===== src/rtl/irq_pkg.sv =====
package irq_pkg;
  localparam int NSRC = 5;
  localparam int NRST = 3;
  typedef enum logic [2:0] {
    SRC_TRAP = 3'd0,
    SRC_R75  = 3'd1,
    SRC_R65  = 3'd2,
    SRC_R55  = 3'd3,
    SRC_INTR = 3'd4
  } src_e;
  // set-mask byte fields
  localparam int SM_MSE  = 3;
  localparam int SM_CLR75 = 4;
  localparam int SM_SOE  = 6;
  localparam int SM_SOD  = 7;
endpackage


===== src/rtl/irq_edge_latch.sv =====
module irq_edge_latch #(
  parameter int N = 2
) (
  input  logic         clk,
  input  logic         rst_n,
  input  logic [N-1:0] lvl_i,
  input  logic [N-1:0] clr_i,
  output logic [N-1:0] held_o
);
  logic [N-1:0] prev_q;

  for (genvar g = 0; g < N; g++) begin : g_lat
    always_ff @(posedge clk) begin
      if (!rst_n) begin
        prev_q[g] <= 1'b0;
        held_o[g] <= 1'b0;
      end else begin
        prev_q[g] <= lvl_i[g];
        // a new edge wins over a clear in the same cycle
        held_o[g] <= (held_o[g] & ~clr_i[g]) | (lvl_i[g] & ~prev_q[g]);
      end
    end
  end
endmodule


===== src/rtl/irq_mask_reg.sv =====
module irq_mask_reg
  import irq_pkg::*;
#(
  parameter int CMD_W = 8
) (
  input  logic             clk,
  input  logic             rst_n,
  input  logic             ei_i,
  input  logic             di_i,
  input  logic             accept_i,
  input  logic             we_i,
  input  logic [CMD_W-1:0] data_i,
  output logic [NRST-1:0]  mask_o,
  output logic             ie_o,
  output logic             sod_o
);
  always_ff @(posedge clk) begin
    if (!rst_n) begin
      mask_o <= '1;
      ie_o   <= 1'b0;
      sod_o  <= 1'b0;
    end else begin
      if (we_i && data_i[SM_MSE]) mask_o <= data_i[NRST-1:0];
      if (we_i && data_i[SM_SOE]) sod_o <= data_i[SM_SOD];
      if (accept_i)   ie_o <= 1'b0;
      else if (di_i)  ie_o <= 1'b0;
      else if (ei_i)  ie_o <= 1'b1;
    end
  end

  AST_ACCEPT_DROPS_IE: assert property (@(posedge clk) disable iff (!rst_n)
    accept_i |=> !ie_o);
endmodule


===== src/rtl/irq_prio_pick.sv =====
module irq_prio_pick #(
  parameter int N = 5
) (
  input  logic [N-1:0] req_i,
  output logic [N-1:0] pick_o,
  output logic         any_o
);
  // index 0 is the most urgent
  always_comb begin
    pick_o = '0;
    for (int i = N - 1; i >= 0; i--) begin
      if (req_i[i]) pick_o = N'(1) << i;
    end
  end
  assign any_o = |req_i;

  always_comb begin
    AST_PICK_ONEHOT: assert ($onehot0(pick_o));
    AST_PICK_IN_REQ: assert ((pick_o & ~req_i) == '0);
  end
endmodule


===== src/rtl/irq_restart_ctrl.sv =====
module irq_restart_ctrl
  import irq_pkg::*;
#(
  parameter int          VEC_W    = 16,
  parameter int          CMD_W    = 8,
  parameter logic [15:0] VEC_TRAP = 16'h0024,
  parameter logic [15:0] VEC_R75  = 16'h003C,
  parameter logic [15:0] VEC_R65  = 16'h0034,
  parameter logic [15:0] VEC_R55  = 16'h002C
) (
  input  logic             clk,
  input  logic             rst_n,
  input  logic             trap_in,
  input  logic             rst75_in,
  input  logic             rst65_in,
  input  logic             rst55_in,
  input  logic             intr_in,
  input  logic             sample_i,
  input  logic             ei_cmd,
  input  logic             di_cmd,
  input  logic             setmask_we,
  input  logic [CMD_W-1:0] setmask_data,
  output logic [CMD_W-1:0] rdmask_data,
  input  logic             serial_in,
  output logic             serial_out,
  output logic             grant_valid,
  output logic [VEC_W-1:0] grant_vector,
  output logic             ack_req
);
  localparam int NEDGE = 2; // 0: trap, 1: restart 7.5

  logic [NRST-1:0]  mask;
  logic             ie;
  logic [NEDGE-1:0] edge_held, edge_clr;
  logic [NSRC-1:0]  req, pick;
  logic             any, take, accept_maskable;
  logic [VEC_W-1:0] vec_sel;
  logic             unused_sm_bit;

  assign unused_sm_bit = setmask_data[5];

  irq_edge_latch #(.N(NEDGE)) u_edge (
    .clk   (clk),
    .rst_n (rst_n),
    .lvl_i ({rst75_in, trap_in}),
    .clr_i (edge_clr),
    .held_o(edge_held)
  );

  irq_mask_reg #(.CMD_W(CMD_W)) u_mask (
    .clk     (clk),
    .rst_n   (rst_n),
    .ei_i    (ei_cmd),
    .di_i    (di_cmd),
    .accept_i(accept_maskable),
    .we_i    (setmask_we),
    .data_i  (setmask_data),
    .mask_o  (mask),
    .ie_o    (ie),
    .sod_o   (serial_out)
  );

  always_comb begin
    req           = '0;
    req[SRC_TRAP] = edge_held[0] & trap_in;
    req[SRC_R75]  = ie & ~mask[2] & edge_held[1];
    req[SRC_R65]  = ie & ~mask[1] & rst65_in;
    req[SRC_R55]  = ie & ~mask[0] & rst55_in;
    req[SRC_INTR] = ie & intr_in;
  end

  irq_prio_pick #(.N(NSRC)) u_pick (
    .req_i (req),
    .pick_o(pick),
    .any_o (any)
  );

  assign take            = sample_i & any;
  assign accept_maskable = take & ~pick[SRC_TRAP];
  assign edge_clr[0]     = take & pick[SRC_TRAP];
  assign edge_clr[1]     = (take & pick[SRC_R75]) | (setmask_we & setmask_data[SM_CLR75]);

  always_comb begin
    vec_sel = '0;
    if (pick[SRC_TRAP])     vec_sel = VEC_W'(VEC_TRAP);
    else if (pick[SRC_R75]) vec_sel = VEC_W'(VEC_R75);
    else if (pick[SRC_R65]) vec_sel = VEC_W'(VEC_R65);
    else if (pick[SRC_R55]) vec_sel = VEC_W'(VEC_R55);
  end

  always_ff @(posedge clk) begin
    if (!rst_n) begin
      grant_valid  <= 1'b0;
      grant_vector <= '0;
      ack_req      <= 1'b0;
    end else begin
      grant_valid  <= take & ~pick[SRC_INTR];
      ack_req      <= take & pick[SRC_INTR];
      grant_vector <= (take & ~pick[SRC_INTR]) ? vec_sel : '0;
    end
  end

  assign rdmask_data = CMD_W'({serial_in, edge_held[1], rst65_in, rst55_in, ie, mask});

  AST_GRANT_ACK_EXCL: assert property (@(posedge clk) disable iff (!rst_n)
    !(grant_valid && ack_req));
  AST_ONLY_AFTER_SAMPLE: assert property (@(posedge clk) disable iff (!rst_n)
    (grant_valid || ack_req) |-> $past(sample_i));
  AST_MASKABLE_CLEARS_IE: assert property (@(posedge clk) disable iff (!rst_n)
    ((grant_valid && grant_vector != VEC_W'(VEC_TRAP)) || ack_req) |-> !ie);
  AST_TRAP_STILL_HIGH: assert property (@(posedge clk) disable iff (!rst_n)
    (grant_valid && grant_vector == VEC_W'(VEC_TRAP)) |-> $past(trap_in));
  AST_MASKED_55_BLOCKED: assert property (@(posedge clk) disable iff (!rst_n)
    (grant_valid && grant_vector == VEC_W'(VEC_R55)) |-> !$past(mask[0]));
endmodule


===== config.mk =====
export PLATFORM = sky130hd
export DESIGN_NAME = irq_restart_ctrl
export DESIGN_NICKNAME = d
export VERILOG_FILES = /design/src/rtl/irq_pkg.sv /design/src/rtl/irq_edge_latch.sv /design/src/rtl/irq_mask_reg.sv /design/src/rtl/irq_prio_pick.sv /design/src/rtl/irq_restart_ctrl.sv
export SDC_FILE = /design/constraint.sdc
export NUM_CORES = 1
export LEC_CHECK = 0
export ABC_AREA = 1
export BUFFER_PORTS_ARGS = -buffer_cell sky130_fd_sc_hd__buf_2
export CAP_MARGIN = 20
export CORE_AREA = 5 5 47 49
export DETAILED_ROUTE_END_ITERATION = 6
export DIE_AREA = 0 0 52 54
export GPL_ROUTABILITY_DRIVEN = 0
export HOLD_SLACK_MARGIN = 0.06
export PLACE_DENSITY = 0.78
export SYNTH_ARGS = -nofsm -noshare
export SYNTH_HDL_FRONTEND = slang
export SYNTH_SLANG_ARGS = --single-unit

===== constraint.sdc =====
create_clock -name clk -period 1.8 [get_ports clk]
set_clock_uncertainty 0.05 [all_clocks]
set_input_delay 0.27 -clock clk [delete_from_list [all_inputs] [get_ports clk]]
set_output_delay 0.27 -clock clk [all_outputs]
set_load 0.03 [all_outputs]

* Yosys cells after proc, flatten, opt, wreduce, memory -nomap -nowiden *
Cells that the tools add are included.

storage, ports and cells
  input port bits = 20
  logic and storage cells = 61
  output and inout bits = 27
  flip-flop bits (word level) = 27

cells by class
  bitwise operators = 33
  multiplexer cells = 9
  reductions and logical operators = 7

operator list
  operator             number
  $mux W5              5
  $mux W6              4
  $and A1 B1 Y1        19
  $not A1 Y1           11
  $reduce_or A5 Y1     2
  $reduce_or A3 Y1     2
  $or A1 B1 Y1         3
  $logic_and A1 B1 Y1  2
  $reduce_and A2 Y1    1

* Logic depth before layout (Yosys ltp) *
Gate-level depths: netlist of the first run.

  depth after elaboration = 12
  gate-level depth with buffers = 7
  gate-level depth less buffers = 7

* Modules after synthesis *
A second synthesis of the first run with hierarchy kept.

second synthesis, totals
  cell total of the unflattened synthesis = 114
  area total of the unflattened synthesis = 764.5 µm²

by module, submodules not included
  module            sequential area each (µm²)  area each (µm²)  cells each  instances
  irq_restart_ctrl  100.1                       377.9            57          1
  irq_mask_reg      100.1                       188.9            25          1
  irq_edge_latch    80.1                        137.6            18          1
  irq_prio_pick     0.0                         60.1             14          1

* Worst setup path before layout of the first run *
No wires, ideal clock.

  path kind = register to register
  start = reg u_mask.mask_o[0]
  end = reg u_mask.ie_o
  slack = 0.665 ns
  required time = 1.694 ns
  stages on the path, launching flop included = 7
  clock period less this slack = 1.135 ns
  library setup time = 0.056 ns
  data arrival time = 1.029 ns
  path buffers = 0
  path through = dfxtp_1 nor2_2 nor2_2 nand3_1 nand3_1 nand2_1 inv_1

between the ends
  longest elaborated chain between the ends = 10
  elaborated cells between the ends (all ways) = 12
  classes of those cells = 4 x mux; 6 x bitwise; 2 x reduce/logical

RTL lines
  what                          RTL line                RTL
  from (decl)                   irq_mask_reg.sv:13      output logic [NRST-1:0] mask_o,
  from (signal assigned)        irq_mask_reg.sv:23      if (we_i && data_i[SM_MSE]) mask_o <= data_i[NRST-1:0];
  $not A1 Y1 *                  irq_restart_ctrl.sv:68  req[SRC_R55] = ie & ~mask[0] & rst55_in;
  $and A1 B1 Y1 * (2 in a row)  irq_restart_ctrl.sv:68
  $mux W5 (4 in a row)          irq_prio_pick.sv:12     if (req_i[i]) pick_o = N'(1) << i;
  $not A1 Y1                    irq_restart_ctrl.sv:79  assign accept_maskable = take & ~pick[SRC_TRAP];
  $and A1 B1 Y1 *               irq_restart_ctrl.sv:79
  $reduce_or A3 Y1 (no line) *  n/a
  to (signal assigned)          irq_mask_reg.sv:25      if (accept_i) ie_o <= 1'b0;
  to (signal assigned)          irq_mask_reg.sv:26      else if (di_i) ie_o <= 1'b0;
  to (signal assigned)          irq_mask_reg.sv:27      else if (ei_i) ie_o <= 1'b1;
  to (decl)                     irq_mask_reg.sv:14      output logic ie_o,

Every way passes the cells marked *; elsewhere a longest branch is shown, timed or not.
A chain may end at the register's enable or synchronous reset.

* Worst setup path after layout of the first run *
  start = reg u_mask.ie_o
  end = out rdmask_data[3]

RTL lines
  what                    RTL line                RTL
  from (signal assigned)  irq_mask_reg.sv:20      ie_o <= 1'b0;
  from (signal assigned)  irq_mask_reg.sv:25
  from (signal assigned)  irq_mask_reg.sv:26
  to (decl)               irq_restart_ctrl.sv:23  output logic [CMD_W-1:0] rdmask_data,

No word-level cell between the ends.

==> impl_metrics.csv, run 1 <==
group,metric,value,unit
synth,ys_types,17,
timing,drv_slew,0,
timing,rsz0062_at_grt,"false",
critical_path,cp_top_family,"flip-flops",
die,ios,47,
power_and_ir_drop,p_total,0.000692,W
synth,synth_seq_cells,14,
grt,grt_max_degree,10,
placed_design,placed_cell_area,785,µm²
route,routed_wl,1470,µm
timing,post-route-period-util,69.5,%
outcome,outcome,"finished, final reports clean",
die,dieWidth,52,µm
route,detail_route.first_pass.iterations,4,
cells_and_area,antennaDiodeCount,0,
min_path,hp-class,"in2reg",
critical_path,worstPathArrival,0.93,ns
cts,cts.path.max_buffers,2,
die,coreArea,1820,µm²
cts,postCtsSetupBuffers,0,
placed_design,place_hpwl,1220,µm
grt,gr-total-overflow,0,
critical_path,worstPathMaxFanout,6,
die,die-area,2810,µm²
cells_and_area,finalNetCount,138,
power_and_ir_drop,irDropWorstVdd,0.000374,V
critical_path,end_kind,"output pin",
cells_and_area,fill_cells,190,
cts,clkSinkCount,14,
die,rows,16,
grt,grt_pass1_vias,579,
cts,cts_root_buffer,"clkbuf_4",
timing,min_period,1.25,ns
grt,grt_use_total,11.8,%
synth,yosys_warnings,0,
critical_path,critPathBufInv,1,
power_and_ir_drop,p_per_area,844,nW/µm²
timing,timing.fmax,799,MHz
critical_path,slowest_delay,0.42,ns
flow_run,maxCapViolCount,0,
route,drc,0,
critical_path,worstSetupStartpointType,"register",
cts,worstSkewPairLatency,0.28,ns
placed_design,io_buffers,31,
die,die_y,54,µm
grt,antenna_found_initial,0,
cts,clkTransAtPathRegs,0.09,ns
cts,tritoncts,"done",
critical_path,cp_slowest_cell,"dfxtp_1",
route,drt_iter0_drc,3,
grt,grt_pass1_wl,2350,µm
cells_and_area,drive_gt1_share,38.5,%
cts,cts.htree.levels,1,
synth,avgSynthCellArea,7.72,µm²
timing,setup_violations,0,
route,wl_per_cell,10.2,µm
route,vias_per_cell,4.20,
power_and_ir_drop,p_leak,0.450,nW
synth,syn_area,694,µm²
route,drtAntennaViolNets,0,
critical_path,crit_chain,"buf_2",
cells_and_area,area_growth,18.2,%
critical_path,path_class,"reg2out",
synth,ys_seq_area_share,40.4,%
timing,hold_viol_final,0,
route,dr_total_vias,605,
timing,finalSetupTns,0,ns
cts,cts_hold_buf,0,
synth,netlist_instances,90,
cts,cts_buffers,3,
critical_path,cp.required,1.48,ns
cts,post_cts_resized,0,
cells_and_area,design_area,821,µm²
die,start_util,38.1,%
## worst reg2reg max path, delay by kind of cell (launching register included)
| kind | cells | cell delay, ns |
|---|---|---|
| flops | 1 | 0.42 |
| compound gates | 1 | 0.14 |
| simple gates | 5 | 0.51 |
## sequential cells by signal, indices dropped and copies added (netlist names)
| register | count |
|---|---|
| u_mask.sod_o | 1 |
| u_mask.ie_o | 1 |
| u_edge.held_o | 2 |
| ack_req | 1 |
| grant_vector | 3 |
| u_edge.prev_q | 2 |
| u_mask.mask_o | 3 |
| grant_valid | 1 |
## placed cells by master (no fill, tap or decap)
cell type / instances
nor2_2: 3
o21ai_1: 2
conb_1: 12
inv_2: 3
nand3_1: 9
nor2_1: 2
a21oi_4: 1
clkbuf_8: 1
buf_2: 31
nand2_2: 1
nor3_1: 2
nand4_1: 1
inv_1: 6
dfxtp_1: 14
a21oi_1: 3
clkbuf_4: 3
nor2_4: 2
nand2_1: 21
## cells in the mapped netlist (all sizes together)
| library cell | n | share of area [%] |
|---|---|---|
| nand3 | 9 | 6.5 |
| nand2 | 22 | 12 |
| dfxtp | 14 | 40 |
| nor3 | 2 | 1.4 |
| inv | 9 | 4.9 |
| o21ai | 2 | 1.4 |
| a21oi | 4 | 4.5 |
| nor2 | 7 | 7.0 |
| nand4 | 1 | 0.90 |
| conb | 1 | 0.54 |
| buf | 19 | 20 |
## logic make-up (layout without fill, tap and decap cells)
family | after synthesis | after routing | synth area share [%]
AND/OR/NAND/NOR | 41 | 41 | 28.1
buffers and inverters | 28 | 44 | 25.0
flip-flops | 14 | 14 | 40.4
AO/OA/AOI/OAI | 6 | 6 | 5.95
other | 1 | 12 | 0.540
## layer usage
| metal | wire [µm] | vias up | part of all wire, % | track usage, % |
|---|---|---|---|---|
| met1 | 529 | 269 | 36 | 11.5 |
| li1 | - | 309 | - | - |
| met4 | 4 | 0 | 0.27 | 7.86 |
| met5 | 0 | - | 0 | 0 |
| met2 | 783 | 25 | 53 | 18.8 |
| met3 | 154 | 2 | 10 | 7.20 |
## area by class of cell
cell class,count,area [µm²],area share [%]
Multi-Input combinational cell,59,282,34.3
Inverter,9,33.8,4.12
Timing Repair Buffer,31,155,18.9
Clock buffer,4,36.3,4.42
Sequential cell,14,280,34.1
Tap cell,27,33.8,4.12
## report_power, final
part / switching [W] / internal [W]
clock network: 0.0000979 / 0.000123
logic: 0.0000997 / 0.0000366
registers: 0.0000108 / 0.000325
total: 0.000208 / 0.000484
## worst paths after layout
path	startpoint	endpoint	slack, ns	cells after the start
setup / recovery	u_mask.ie_o	rdmask_data[3]	0.55	1
hold / removal	setmask_data[2]	u_mask.mask_o[2]	0.14	3
setup reg to reg	u_mask.ie_o	grant_vector[3]	0.63	6
hold reg to reg	u_edge.prev_q[1]	u_edge.held_o[1]	0.37	1
## metrics by stage
step | cells | hold WS, ns | worst slack, ns | util [%]
2_1_floorplan | 101 | 0.333 | 0.665 | -
3_3_place_gp | 140 | 0.346 | 0.686 | 43.1
3_5_place_dp | 140 | 0.363 | 0.644 | 43.1
4_1_cts | 144 | 0.139 | 0.539 | 45.1
5_1_grt | 144 | 0.137 | 0.455 | 45.1
6_report | 144 | 0.143 | 0.549 | 45.1
Note: power is estimated with default switching activity, not from simulation.
==> run 2: changes to the inputs <==
--- a/config.mk
+++ b/config.mk
@@ -8,12 +8,12 @@
 export ABC_AREA = 1
 export BUFFER_PORTS_ARGS = -buffer_cell sky130_fd_sc_hd__buf_2
 export CAP_MARGIN = 20
-export CORE_AREA = 5 5 47 49
+export CORE_AREA = 5 5 50 52
 export DETAILED_ROUTE_END_ITERATION = 6
-export DIE_AREA = 0 0 52 54
+export DIE_AREA = 0 0 55 57
 export GPL_ROUTABILITY_DRIVEN = 0
 export HOLD_SLACK_MARGIN = 0.06
-export PLACE_DENSITY = 0.78
+export PLACE_DENSITY = 0.72
 export SYNTH_ARGS = -nofsm -noshare
 export SYNTH_HDL_FRONTEND = slang
 export SYNTH_SLANG_ARGS = --single-unit
==> constraint.sdc (replaced) <==
create_clock -name clk -period 1.1 [get_ports clk]
set_clock_uncertainty 0.05 [all_clocks]
set_input_delay 0.165 -clock clk [delete_from_list [all_inputs] [get_ports clk]]
set_output_delay 0.165 -clock clk [all_outputs]
set_load 0.03 [all_outputs]
==> impl_metrics.csv, run 2 (synthesis results as in run 1) <==
group,metric,value,unit
critical_path,slowest_delay,0.38,ns
cells_and_area,reg_top3,"grant_vector x3, u_mask.mask_o x3",
grt,grt_max_degree,10,
critical_path,crit_path_start,"u_mask.ie_o",
cells_and_area,fill_cells,222,
power_and_ir_drop,irDropWorstVdd,0.000522,V
critical_path,path_class,"reg2out",
grt,antenna_found_initial,0,
grt,grt_pass1_wl,2230,µm
grt,grt_util_met2,16.4,%
grt,grt_use_total,9.48,%
die,rows,17,
cells_and_area,antennaDiodeCount,0,
die,ios,47,
grt,top_usage_layer,"met2",
power_and_ir_drop,p_seq_share,51.7,%
flow_run,maxCapViolCount,0,
placed_design,place_hpwl,1190,µm
route,detail_route.first_pass.iterations,3,
cts,clkTransAtPathRegs,0.07,ns
power_and_ir_drop,comb_power_share,23.5,%
timing,min_period,1.10,ns
critical_path,r2r_cells,6,
die,dieWidth,55,µm
min_path,hp-class,"in2reg",
cts,cts.path.max_buffers,2,
outcome,outcome,"finished, violations left",
grt,gr-total-overflow,0,
power_and_ir_drop,p_leak,0.481,nW
cells_and_area,layout_common_cells,"buf_2, nand2_1, conb_1, dfxtp_1, nand3_1",
power_and_ir_drop,p_total,0.00107,W
cts,worstSkewPairLatency,0.27,ns
critical_path,cp_common_cell,"buf_6",
power_and_ir_drop,p_sw,0.000331,W
cells_and_area,mostFrequentLayoutCell,"buf_2",
cells_and_area,fin_cells,151,
critical_path,worstSetupPathDepth,2,
route,drt_iter0_drc,5,
route,dr_total_vias,626,
critical_path,crit_end,"rdmask_data[3]",
grt,grtUsageMet1,10.6,%
route,drtAntennaViolNets,0,
critical_path,crit_chain,"buf_6 -> buf_6",
route,vias_per_cell,4.15,
critical_path,worstSetupStartpointType,"register",
timing,hold_viol_final,0,
route,wl_per_cell,10.4,µm
route,routed_wl,1580,µm
die,coreArea,2060,µm²
critical_path,critPathBufInv,2,
timing,post-route-period-util,100,%
critical_path,end_kind,"output pin",
cts,clkSinkCount,14,
cts,tritoncts,"done",
critical_path,r2r_slack,0.01,ns
timing,finalWorstSetupSlack,-0.00206,ns
placed_design,placed_cell_area,803,µm²
timing,timing.fmax,907,MHz
timing,drv_slew,0,
critical_path,worstPathMaxFanout,5,
timing,setup_violations,1,
die,die_y,57,µm
critical_path,worstPathArrival,0.89,ns
critical_path,cp_slowest_cell,"dfxtp_4",
cts,cts.htree.levels,1,
placed_design,io_buffers,31,
placed_design,placed_cells,143,
critical_path,reg2reg_from,"u_mask.ie_o",
die,die-area,3140,µm²
critical_path,r2r_end,"grant_vector[3]",
power_and_ir_drop,p_clk_share,24.8,%
cells_and_area,area_growth,31.5,%
cells_and_area,design_area,913,µm²
power_and_ir_drop,swShare,30.9,%
route,drc,0,
grt,met3_usage,1.57,%
die,start_util,33.7,%
timing,rsz0062_at_grt,"true",
cts,cts_buffers,3,
cells_and_area,finalNetCount,145,
power_and_ir_drop,p_per_area,1170,nW/µm²
critical_path,cp.required,0.88,ns
placed_design,place_ws,-0.0174,ns
grt,grt_pass1_vias,577,
cts,cts_root_buffer,"clkbuf_4",
outcome,violations,"setup timing",
cells_and_area,drive_gt1_share,43.9,%
critical_path,cp_top_family,"flip-flops",
power_and_ir_drop,internal_power,0.000739,W
[run 2: changes by cell type in the layout (fill, tap and decap cells not counted), sizes merged]
cell / before / now
dlygate4sd3: 0 / 4
buf: 31 / 33
[run 2: worst min-delay path by stage]
| stage | startpoint | end | slack (ns) | depth (start not counted) |
|---|---|---|---|---|
| global route | setmask_data[7] | u_mask.sod_o | 0.09 | 3 |
| global placement | serial_in | rdmask_data[7] | 0.28 | 0 |
| CTS | trap_in | u_edge.prev_q[0] | 0.07 | 3 |
| detailed placement | serial_in | rdmask_data[7] | 0.28 | 0 |
| finish | trap_in | u_edge.prev_q[0] | 0.08 | 3 |
| floorplan | setmask_data[0] | u_mask.mask_o[0] | 0.23 | 2 |
[run 2: layer usage]
layer	wire [µm]	share of wire [%]
met4	0	0
met3	151	9.6
met5	0	0
met1	624	40
met2	801	51
[run 2: power groups by stage]
stage | Sequential, W | Combinational, W | Clock, W
2_1_floorplan | 0.000583 | 0.000187 | 0
3_3_place_gp | 0.000560 | 0.000225 | 0
3_5_place_dp | 0.000562 | 0.000227 | 0
4_1_cts | 0.000549 | 0.000243 | 0.000281
5_1_grt | 0.000556 | 0.000269 | 0.000297
6_report | 0.000553 | 0.000251 | 0.000266
[run 2: timing repair]
item | CTS | global route
hold buffers | 4 | 0
setup endpoints to repair | 4 | 5
pin swaps | 0 | 3
buffers inserted | 0 | 1
gates resized for setup | 5 | 8
endpoints found under the hold margin | 4 | 0
[run 2: tightest hold or removal path: stages]
cell and delay (ns):
buf_2 0.09, nand2_1 0.06, inv_1 0.05
[run 2: layout make-up]
type | count | area [µm²] | share of cell area [%]
clock buffer | 3 | 22.5 | 2.47
tap | 28 | 35.0 | 3.84
timing repair buffer | 38 | 230 | 25.2
inverter | 9 | 33.8 | 3.70
multi-input combinational | 59 | 304 | 33.3
sequential | 14 | 288 | 31.5
[run 2: per-stage QoR]
| step | util [%] | setup TNS [ns] | hold slack, ns |
|---|---|---|---|
| 4_1_cts | 42.6 | 0 | 0.0705 |
| 3_3_place_gp | 38.9 | 0 | 0.280 |
| 3_5_place_dp | 38.9 | -0.0174 | 0.280 |
| 6_report | 44.3 | -0.00206 | 0.0815 |
| 2_1_floorplan | - | 0 | 0.228 |
| 5_1_grt | 44.3 | -0.138 | 0.0921 |
